**config.mk**
```make
export PLATFORM = sky130hd
export DESIGN_NAME = skw_reloc_ctrl
export DESIGN_NICKNAME = d
export VERILOG_FILES = /design/src/rtl/skw_pkg.sv /design/src/rtl/skw_remap.sv /design/src/rtl/skw_bank.sv /design/src/rtl/skw_pick.sv /design/src/rtl/skw_reloc_ctrl.sv
export SDC_FILE = /design/constraint.sdc
export NUM_CORES = 1
export LEC_CHECK = 0
export BUFFER_PORTS_ARGS = -buffer_cell sky130_fd_sc_hd__clkbuf_2
export CELL_PAD_IN_SITES_DETAIL_PLACEMENT = 0
export CELL_PAD_IN_SITES_GLOBAL_PLACEMENT = 1
export CORE_ASPECT_RATIO = 0.9
export CORE_MARGIN = 2
export CORE_UTILIZATION = 35
export CTS_CLUSTER_SIZE = 20
export DETAILED_ROUTE_END_ITERATION = 16
export MAX_ROUTING_LAYER = met4
export PLACE_DENSITY = 0.54
export SYNTH_ARGS = -nofsm -noshare
export SYNTH_HDL_FRONTEND = slang
export SYNTH_SLANG_ARGS = --single-unit
```
**constraint.sdc**
```tcl
create_clock -name clk -period 19.03 [get_ports clk]
set_input_delay 0.9515 -clock clk [delete_from_list [all_inputs] [get_ports clk]]
set_output_delay 0.9515 -clock clk [all_outputs]
set_load 0.01 [all_outputs]
```
**src/rtl/skw_pkg.sv**
```systemverilog
package skw_pkg;

   localparam int NUM_CAND = 4;

   // candidate order doubles as tie priority
   typedef enum logic [1:0] {
      PICK_DIR0  = 2'd0,
      PICK_DIR1  = 2'd1,
      PICK_MOVE0 = 2'd2,
      PICK_MOVE1 = 2'd3
   } pick_e;

endpackage

```
**src/rtl/skw_remap.sv**
```systemverilog
// Maps a set index through the skew: index xor low tag bits.
module skw_remap #(
   parameter int IDX_W = 4
) (
   input  logic [IDX_W-1:0] idx_in,
   input  logic [IDX_W-1:0] tag_lo,
   output logic [IDX_W-1:0] idx_out
);
   assign idx_out = idx_in ^ tag_lo;
endmodule

```
**src/rtl/skw_bank.sv**
```systemverilog
// One bank of tag state: two combinational read ports, one write port.
module skw_bank #(
   parameter int IDX_W = 4,
   parameter int TAG_W = 12,
   parameter int TS_W  = 5
) (
   input  logic             clk,
   input  logic             rst,
   input  logic [IDX_W-1:0] rd_idx_a,
   output logic             rd_vld_a,
   output logic [TAG_W-1:0] rd_tag_a,
   output logic [TS_W-1:0]  rd_ts_a,
   input  logic [IDX_W-1:0] rd_idx_b,
   output logic             rd_vld_b,
   output logic [TAG_W-1:0] rd_tag_b,
   output logic [TS_W-1:0]  rd_ts_b,
   input  logic             wr_en,
   input  logic [IDX_W-1:0] wr_idx,
   input  logic [TAG_W-1:0] wr_tag,
   input  logic [TS_W-1:0]  wr_ts
);
   localparam int DEPTH = 1 << IDX_W;

   logic             vld_q [DEPTH];
   logic [TAG_W-1:0] tag_q [DEPTH];
   logic [TS_W-1:0]  ts_q  [DEPTH];

   always_ff @(posedge clk) begin
      if (rst) begin
         for (int k = 0; k < DEPTH; k++) begin
            vld_q[k] <= 1'b0;
            tag_q[k] <= '0;
            ts_q[k]  <= '0;
         end
      end else if (wr_en) begin
         vld_q[wr_idx] <= 1'b1;
         tag_q[wr_idx] <= wr_tag;
         ts_q[wr_idx]  <= wr_ts;
      end
   end

   assign rd_vld_a = vld_q[rd_idx_a];
   assign rd_tag_a = tag_q[rd_idx_a];
   assign rd_ts_a  = ts_q[rd_idx_a];
   assign rd_vld_b = vld_q[rd_idx_b];
   assign rd_tag_b = tag_q[rd_idx_b];
   assign rd_ts_b  = ts_q[rd_idx_b];
endmodule

```
**src/rtl/skw_pick.sv**
```systemverilog
// Chooses the victim among candidates: invalid first, then oldest, ties to lowest slot.
module skw_pick
   import skw_pkg::*;
#(
   parameter int TS_W = 5
) (
   input  logic [TS_W-1:0] now,
   input  logic            cand_vld [NUM_CAND],
   input  logic [TS_W-1:0] cand_ts  [NUM_CAND],
   output pick_e           sel
);
   localparam int KEY_W = TS_W + 1;

   logic [KEY_W-1:0] key [NUM_CAND];

   for (genvar g = 0; g < NUM_CAND; g++) begin : g_key
      logic [TS_W-1:0] age;
      assign age    = now - cand_ts[g];
      assign key[g] = {~cand_vld[g], age};
   end

   always_comb begin
      logic [KEY_W-1:0] best;
      best = key[0];
      sel  = PICK_DIR0;
      for (int k = 1; k < NUM_CAND; k++) begin
         if (key[k] > best) begin
            best = key[k];
            sel  = pick_e'(k);
         end
      end
   end
endmodule

```
**src/rtl/skw_reloc_ctrl.sv**
```systemverilog
module skw_reloc_ctrl
   import skw_pkg::*;
#(
   parameter int ADDR_W = 16,
   parameter int IDX_W  = 4,
   parameter int TS_W   = 5
) (
   input  logic              clk,
   input  logic              rst,
   input  logic              req_valid,
   input  logic [ADDR_W-1:0] req_addr,
   output logic              hit,
   output logic              miss_done,
   output logic              victim_valid,
   output logic [ADDR_W-1:0] victim_addr
);
   localparam int TAG_W = ADDR_W - IDX_W;

   if (IDX_W < 1 || IDX_W > 10) begin : g_bad_idx
      $error("skw_reloc_ctrl: IDX_W out of range");
   end
   if (TAG_W < IDX_W) begin : g_bad_tag
      $error("skw_reloc_ctrl: tag narrower than index, skew undefined");
   end
   if (TS_W < 2) begin : g_bad_ts
      $error("skw_reloc_ctrl: TS_W too small");
   end

   // request fields
   logic [TAG_W-1:0] rq_tag;
   logic [IDX_W-1:0] ix0, ix1;
   assign rq_tag = req_addr[ADDR_W-1:IDX_W];
   assign ix0    = req_addr[IDX_W-1:0];

   // bank read results
   logic             b0a_vld, b0b_vld, b1a_vld, b1b_vld;
   logic [TAG_W-1:0] b0a_tag, b0b_tag, b1a_tag, b1b_tag;
   logic [TS_W-1:0]  b0a_ts,  b0b_ts,  b1a_ts,  b1b_ts;
   logic [IDX_W-1:0] alt1;   // bank-1 set of the bank-0 occupant
   logic [IDX_W-1:0] alt0;   // bank-0 set of the bank-1 occupant
   logic [IDX_W-1:0] b1b_home;

   skw_remap #(.IDX_W(IDX_W)) i_map_req (
      .idx_in(ix0), .tag_lo(rq_tag[IDX_W-1:0]), .idx_out(ix1));
   skw_remap #(.IDX_W(IDX_W)) i_map_alt1 (
      .idx_in(ix0), .tag_lo(b0a_tag[IDX_W-1:0]), .idx_out(alt1));
   skw_remap #(.IDX_W(IDX_W)) i_map_alt0 (
      .idx_in(ix1), .tag_lo(b1a_tag[IDX_W-1:0]), .idx_out(alt0));
   skw_remap #(.IDX_W(IDX_W)) i_map_b1b (
      .idx_in(alt1), .tag_lo(b1b_tag[IDX_W-1:0]), .idx_out(b1b_home));

   // write controls
   logic             w0_en, w1_en;
   logic [IDX_W-1:0] w0_idx, w1_idx;
   logic [TAG_W-1:0] w0_tag, w1_tag;
   logic [TS_W-1:0]  w0_ts,  w1_ts;

   skw_bank #(.IDX_W(IDX_W), .TAG_W(TAG_W), .TS_W(TS_W)) i_bank0 (
      .clk(clk), .rst(rst),
      .rd_idx_a(ix0),  .rd_vld_a(b0a_vld), .rd_tag_a(b0a_tag), .rd_ts_a(b0a_ts),
      .rd_idx_b(alt0), .rd_vld_b(b0b_vld), .rd_tag_b(b0b_tag), .rd_ts_b(b0b_ts),
      .wr_en(w0_en), .wr_idx(w0_idx), .wr_tag(w0_tag), .wr_ts(w0_ts));

   skw_bank #(.IDX_W(IDX_W), .TAG_W(TAG_W), .TS_W(TS_W)) i_bank1 (
      .clk(clk), .rst(rst),
      .rd_idx_a(ix1),  .rd_vld_a(b1a_vld), .rd_tag_a(b1a_tag), .rd_ts_a(b1a_ts),
      .rd_idx_b(alt1), .rd_vld_b(b1b_vld), .rd_tag_b(b1b_tag), .rd_ts_b(b1b_ts),
      .wr_en(w1_en), .wr_idx(w1_idx), .wr_tag(w1_tag), .wr_ts(w1_ts));

   // lookup
   logic lk_hit0, lk_hit1, lk_hit;
   assign lk_hit0 = b0a_vld && (b0a_tag == rq_tag);
   assign lk_hit1 = b1a_vld && (b1a_tag == rq_tag);
   assign lk_hit  = lk_hit0 || lk_hit1;

   // allocation counter
   logic [TS_W-1:0] ts_cnt;

   // victim choice
   logic            c_vld [NUM_CAND];
   logic [TS_W-1:0] c_ts  [NUM_CAND];
   pick_e           pick;

   assign c_vld[PICK_DIR0]  = b0a_vld;
   assign c_ts[PICK_DIR0]   = b0a_ts;
   assign c_vld[PICK_DIR1]  = b1a_vld;
   assign c_ts[PICK_DIR1]   = b1a_ts;
   assign c_vld[PICK_MOVE0] = b1b_vld;
   assign c_ts[PICK_MOVE0]  = b1b_ts;
   assign c_vld[PICK_MOVE1] = b0b_vld;
   assign c_ts[PICK_MOVE1]  = b0b_ts;

   skw_pick #(.TS_W(TS_W)) i_pick (
      .now(ts_cnt), .cand_vld(c_vld), .cand_ts(c_ts), .sel(pick));

   // update decode
   logic              ev_vld;
   logic [ADDR_W-1:0] ev_addr;

   always_comb begin
      w0_en  = 1'b0;  w0_idx = ix0;  w0_tag = rq_tag;  w0_ts = ts_cnt;
      w1_en  = 1'b0;  w1_idx = ix1;  w1_tag = rq_tag;  w1_ts = ts_cnt;
      ev_vld = 1'b0;
      ev_addr = '0;
      if (req_valid) begin
         if (lk_hit0) begin
            w0_en = 1'b1;
         end else if (lk_hit1) begin
            w1_en = 1'b1;
         end else begin
            unique case (pick)
               PICK_DIR0: begin
                  w0_en   = 1'b1;
                  ev_vld  = b0a_vld;
                  ev_addr = {b0a_tag, ix0};
               end
               PICK_DIR1: begin
                  w1_en   = 1'b1;
                  ev_vld  = b1a_vld;
                  ev_addr = {b1a_tag, alt0};
               end
               PICK_MOVE0: begin
                  w0_en   = 1'b1;
                  w1_en   = 1'b1;
                  w1_idx  = alt1;
                  w1_tag  = b0a_tag;
                  w1_ts   = b0a_ts;
                  ev_vld  = b1b_vld;
                  ev_addr = {b1b_tag, b1b_home};
               end
               PICK_MOVE1: begin
                  w1_en   = 1'b1;
                  w0_en   = 1'b1;
                  w0_idx  = alt0;
                  w0_tag  = b1a_tag;
                  w0_ts   = b1a_ts;
                  ev_vld  = b0b_vld;
                  ev_addr = {b0b_tag, alt0};
               end
               default: ;
            endcase
         end
      end
   end

   // state and responses
   always_ff @(posedge clk) begin
      if (rst) begin
         ts_cnt       <= '0;
         hit          <= 1'b0;
         miss_done    <= 1'b0;
         victim_valid <= 1'b0;
         victim_addr  <= '0;
      end else begin
         hit          <= req_valid && lk_hit;
         miss_done    <= req_valid && !lk_hit;
         victim_valid <= ev_vld;
         victim_addr  <= ev_vld ? ev_addr : '0;
         if (req_valid && !lk_hit) ts_cnt <= ts_cnt + 1'b1;
      end
   end
endmodule

```
==> impl_results.md, run 1 <==
- Tot GR Track Use: 27.7%
- Htree depth: 3
- Register Area: 0.0175 mm^2
- Arrival @ worst endpoint: 12.46 ns
- CTS Buffer Depth: 3
- Post-synth EDFFs: 544
- DR vias: 25.8k
- # hold bufs at CTS: 0
- Status: finished, final reports clean
- Die Footprint: 0.101 mm^2
- Most frequent cells in the layout: edfxtp_1 (544), nor2_1 (391), nand2_1 (223), nor3_1 (220), mux4_2 (212)
- Crit end category: flip-flop
- Total Wirelength: 137 mm
- Min Hold Slack: 0.483 ns
- CTS tree: built
- Tcrit/Tclk final: 64.3%
- Ys async rst share: 0%
- Commonest non-fill, non-tap cell in the layout: edfxtp_1
- Worst min-delay path category: flip-flop to flip-flop
- Synth Warn #: 0
- Achievable Freq: 0.0817 GHz
- Clk_lat worst skew: 0.65 ns
- Endpoints failing setup: 0
- CP dominant cell by count: o21a_1
- Share of cells above drive strength 1: 20.5%
- Resized cells post-CTS: 0
- Critical path's top delay family: compound AO/OA/AOI/OAI gates
- Final-layout fill cell count: 9313
- Vias in the first global route: 24.7k
- Antenna-violating nets left: 0
- GRT overflow: 0
- Die width: 335 um
- Dominant synthesized flop cell: edfxtp_1
- Max-slew headroom at the worst pin: 6.55%
- Post-synthesis cell count: 2877
- CP max FO: 76
- Pin count of the biggest net entering global routing: 80
- First-pass GRT wire length: 193 mm
- Req. time, crit path: 19.25 ns
- Multi-input logic area: 0.0159 mm^2
- Slowest stage delay, CP: 0.72 ns
- Synth unique cells: 84
- Root buffer cell: clkbuf_16
- Final #Nets: 2877
- Floorplan row count: 109
- DR iter-0 viols: 3372
- I/O Buffers: 37
- Register area share after synthesis: 50.6%
- I/O pin count: 38
- Vias per inst: 6.21
- Post-CTS setup buffers: 0
- Worst slew pin tran: 1.36 ns
- Core ar.: 0.0979 mm^2
- Final setup TNS: 0 ns
- Number of max-cap violations: 0
- Slew Limit Fails: 0
- Initial Util: 35.2%
- Clk slew on worst S/H paths: 0.06 ns
- Number of remaining DRC errors: 0
- Pre-antenna DRT Iters: 5
- Unrepaired setup endpoints after global routing: no
- Syn_area_per_cell: 12.0 um^2
- Fin. Hold Viols: 0
- Crit path kind: input port to flip-flop
- Routed length per instance: 32.9 um
- Skew final: 0.0318 ns
- Die Span Y: 302 um
- Post-DP HPWL: 89.6 mm
- Synthesized area: 0.0345 mm^2
- Buffers and inverters on the worst path: 6
- CTS buffer count: 72
- Area growth, synth to finish: 11.2%
- Initial antenna violation count: 3
- Slowest-stage cell, CP: o31ai_1
- Syn_nets: 2933
- RePlAce Congestion: 0.908
- Clk sink count: 600
- Type of origin of the critical path: input port
- FF+latch count, synth: 600
- Min Tclk post-route: 12.24 ns
## registers in the layout, summed over array words and instances, names as in the netlist
name           flops
ts_cnt             5
victim_addr       16
hit                1
victim_valid       1
i_bank1.tag_q    192
i_bank0.vld_q     16
miss_done          1
i_bank0.ts_q      80
i_bank1.ts_q      80
i_bank1.vld_q     16
i_bank0.tag_q    192
## layout make-up
cell class / count / area share [%]
timing repair buffer: 134 / 2.42
tap: 1276 / 4.16
multi-input combinational: 1950 / 41.4
sequential: 600 / 45.5
inverter: 63 / 0.617
clock buffer: 92 / 4.96
antenna: 1 / 0.00653
clock inverter: 40 / 0.881
## worst register-to-register path, delay by kind of cell (launching register included)
| family | cells | cell delay, ns |
|---|---|---|
| compound gates | 16 | 4.33 |
| mux | 4 | 1.88 |
| simple gates | 6 | 1.54 |
| buf+inv | 4 | 1.20 |
| fa+ha+maj | 4 | 1.19 |
| flops | 1 | 0.40 |
| xor+xnor | 1 | 0.14 |
## synth_stat cells, types with 11 or more instances
master,n,share of area [%]
buf_2,94,1.4
nor2b_1,28,0.51
a22o_1,13,0.33
edfxtp_1,544,47
nor2_1,396,4.3
buf_1,30,0.33
o22ai_1,24,0.44
mux4_2,212,14
xor2_1,13,0.33
a21o_1,11,0.24
and2_1,20,0.36
nand3_1,62,0.90
mux2_2,37,1.2
a311oi_1,19,0.48
nand2_1,224,2.4
nand4_1,11,0.20
and3_1,23,0.42
xnor2_1,47,1.2
a211oi_1,40,0.87
dfxtp_1,56,3.3
nor3_1,222,3.2
a21oi_1,71,1.0
nand2b_1,28,0.51
a31oi_1,26,0.47
inv_1,60,0.65
o21bai_1,12,0.26
ha_1,34,1.2
o21ai_0,46,0.67
clkbuf_1,117,1.3
buf_4,16,0.35
mux2i_1,143,4.2
a22oi_1,41,0.89
## metal layers
metal  vias to the layer above  global-route usage (%)  routed length [um]
li1                      10800                       -                   -
met1                     13400                    39.5               60300
met2                      1381                    40.3               59800
met3                       193                    5.35               12800
met4                         0                    7.50                3740
met5                         -                       -                   0
## path summary, 6_finish.rpt
| check | start | to | slack [ns] | cells after the start |
|---|---|---|---|---|
| hold / removal | i_bank0.vld_q[15] | i_bank0.vld_q[15] | 0.48 | 2 |
| setup reg to reg | i_bank0.ts_q[11][1] | i_bank1.ts_q[12][0] | 7.91 | 35 |
| setup / recovery | req_addr[2] | i_bank1.ts_q[12][0] | 6.79 | 37 |
| hold reg to reg | i_bank0.vld_q[15] | i_bank0.vld_q[15] | 0.48 | 2 |
## per-stage QoR
| stage | cell area, um^2 | instances | setup WS, ns | util, % |
|---|---|---|---|---|
| after detailed placement | 36100 | 4022 | 6.40 | 36.9 |
| after global routing | 38400 | 4156 | 6.15 | 39.2 |
| after CTS | 38300 | 4154 | 7.00 | 39.1 |
| after global placement | 36100 | 4022 | 6.57 | 36.9 |
| after floorplan | 34500 | 2877 | 7.19 | - |
| final | 38400 | 4156 | 6.79 | 39.2 |
## kinds of logic after synthesis
family          synth area share (%)
compound gates                  8.68
xor+xnor                        1.83
fa+ha+maj                       1.44
buf+inv                         4.24
flops                           50.6
mux                             19.6
simple gates                    13.6
Power of run 1 is left out: the tool's default activity adds up to more than one toggle a clock period on the data nets, which glitch-free logic cannot reach.
==> run 2, diff against run 1 <==
PLACE_DENSITY = 0.56   (was 0.54)
clock period = 11 ns   (was 19.03 ns; I/O delays follow)
==> impl_results.md, run 2 (same netlist as run 1, synthesis figures left out) <==
- Final-layout fill cell count: 9266 (-0.50%)
- Number of max-cap violations: 0 (unchanged)
- CP max FO: 15 (-80%)
- Slowest stage delay, CP: 0.69 ns (-0.03 ns)
- Crit end category: flip-flop
- Area growth, synth to finish: 13.8%
- Unrepaired setup endpoints after global routing: no
- Largest regs: i_bank0.tag_q (192), i_bank1.tag_q (192)
- Initial Util: 35.2% (unchanged)
- Clk_lat worst skew: 0.64 ns (about the same)
- Status: finished, final reports clean
- Routed length per instance: 31.4 um (-4.6%)
- Share of cells above drive strength 1: 22.9% (+2.4 points)
- I/O Buffers: 37 (unchanged)
- Crit path kind: input port to flip-flop
- CTS tree: built
- Buffers and inverters on the worst path: 6 (unchanged)
- Req. time, crit path: 11.28 ns (-7.97 ns)
- Tcrit/Tclk final: 93.2%
- DR vias: 25.8k (-0.077%)
- Die Footprint: 0.101 mm^2 (unchanged)
- Max-slew headroom at the worst pin: 18.7% (+12 points)
- Most frequent cells in the layout: edfxtp_1 (544), nor2_1 (391), nand2_1 (223), nor3_1 (220), mux4_2 (212)
- Skew final: 0.0464 ns (+0.0145 ns)
- Die Span Y: 302 um (unchanged)
- Antenna-violating nets left: 0 (unchanged)
- Pin count of the biggest net entering global routing: 72 (-10%)
- Post-CTS setup buffers: 0 (unchanged)
- Vias in the first global route: 25.6k (+3.6%)
- CTS Buffer Depth: 3 (unchanged)
- Worst slew pin tran: 1.22 ns (-0.147 ns)
- CTS buffer count: 74 (+2.8%)
- Worst min-delay path category: flip-flop to flip-flop
- Final #Nets: 2979 (+3.5%)
- Initial antenna violation count: 6 (+3)
- CP dominant cell by count: o21a_1
- Total Wirelength: 134 mm (-2.1%)
- Register Area: 0.0175 mm^2 (unchanged)
- GRT overflow: 0 (unchanged)
- RePlAce Congestion: 0.929 (+2.3%)
- Htree depth: 3 (unchanged)
- Post-place setup slack: 0.292 ns (-6.11 ns)
- Post-DP HPWL: 90.4 mm (+0.87%)
- First-pass GRT wire length: 190 mm (-1.5%)
- Number of remaining DRC errors: 0 (unchanged)
- Die width: 335 um (unchanged)
- Final setup TNS: 0 ns (unchanged)
- Achievable Freq: 0.0976 GHz
- Resized cells post-CTS: 0 (unchanged)
- Core ar.: 0.0979 mm^2 (unchanged)
- Root buffer cell: clkbuf_16
- Multi-input logic area: 0.0158 mm^2 (-0.41%)
- Slowest-stage cell, CP: nor3_1
- Slew Limit Fails: 0 (unchanged)
- Vias per inst: 6.05 (-2.5%)
- Clk sink count: 600 (unchanged)
- I/O pin count: 38 (unchanged)
- Commonest non-fill, non-tap cell in the layout: edfxtp_1
- Tot GR Track Use: 27.1% (-0.61 points)
- Min Tclk post-route: 10.25 ns
- Type of origin of the critical path: input port
- Floorplan row count: 109 (unchanged)
- # hold bufs at CTS: 0 (unchanged)
- Endpoints failing setup: 0 (unchanged)
- Pre-antenna DRT Iters: 5 (unchanged)
- Final setup margin: 0.752 ns (-6.04 ns)
- Clk slew on worst S/H paths: 0.06 ns (about the same)
- Critical path's top delay family: simple AND/OR/NAND/NOR gates
- DR iter-0 viols: 2991 (-11%)
- Fin. Hold Viols: 0 (unchanged)
- Arrival @ worst endpoint: 10.53 ns (-1.93 ns)
-- run 2: area by class of cell --
type                       instances  area share, %
clock buffer                      94           5.12
timing repair buffer             234           4.42
tap                             1276           4.07
clock inverter                    41          0.972
multi-input combinational       1950           40.3
antenna                            3         0.0191
sequential                       600           44.5
inverter                          63          0.602
-- run 2: stage by stage --
step	std cells	util, %	instance area (um^2)	hold WS, ns
after detailed placement	4123	37.6	36900	0.468
after global placement	4123	37.6	36900	0.464
final	4261	40.1	39300	0.482
after floorplan	2877	-	34500	0.452
after global routing	4260	40.1	39200	0.507
after CTS	4258	40.1	39200	0.480
-- run 2: metal layers --
metal  vias up  track usage, %  part of all wire, %
li1      11000               -                    -
met1     13400            37.6                   44
met2      1158            40.7                   45
met3       230            4.18                  7.5
met4         0            9.03                  3.6
met5         -               -                    0
-- run 2: worst paths after layout --
kind,startpoint,endpoint,slack (ns),cells after the start
max,req_addr[4],i_bank1.ts_q[7][0],0.75,36
min,i_bank0.vld_q[7],i_bank0.vld_q[7],0.48,2
min reg2reg,i_bank0.vld_q[7],i_bank0.vld_q[7],0.48,2
max reg2reg,i_bank0.ts_q[15][1],i_bank1.ts_q[7][0],1.08,36
-- run 2: worst reg2reg max path, delay by kind of cell (launching register included) --
| kind | cells | cell delay [ns] |
|---|---|---|
| DFF | 1 | 0.40 |
| and+or+nand+nor | 8 | 2.72 |
| adders and majority gates | 4 | 1.03 |
| buffers and inverters | 5 | 1.16 |
| muxes | 4 | 1.56 |
| AOI/OAI and AO/OA | 14 | 2.54 |
| xor gates and xnor gates | 1 | 0.14 |
Power of run 2 is left out for the same reason.
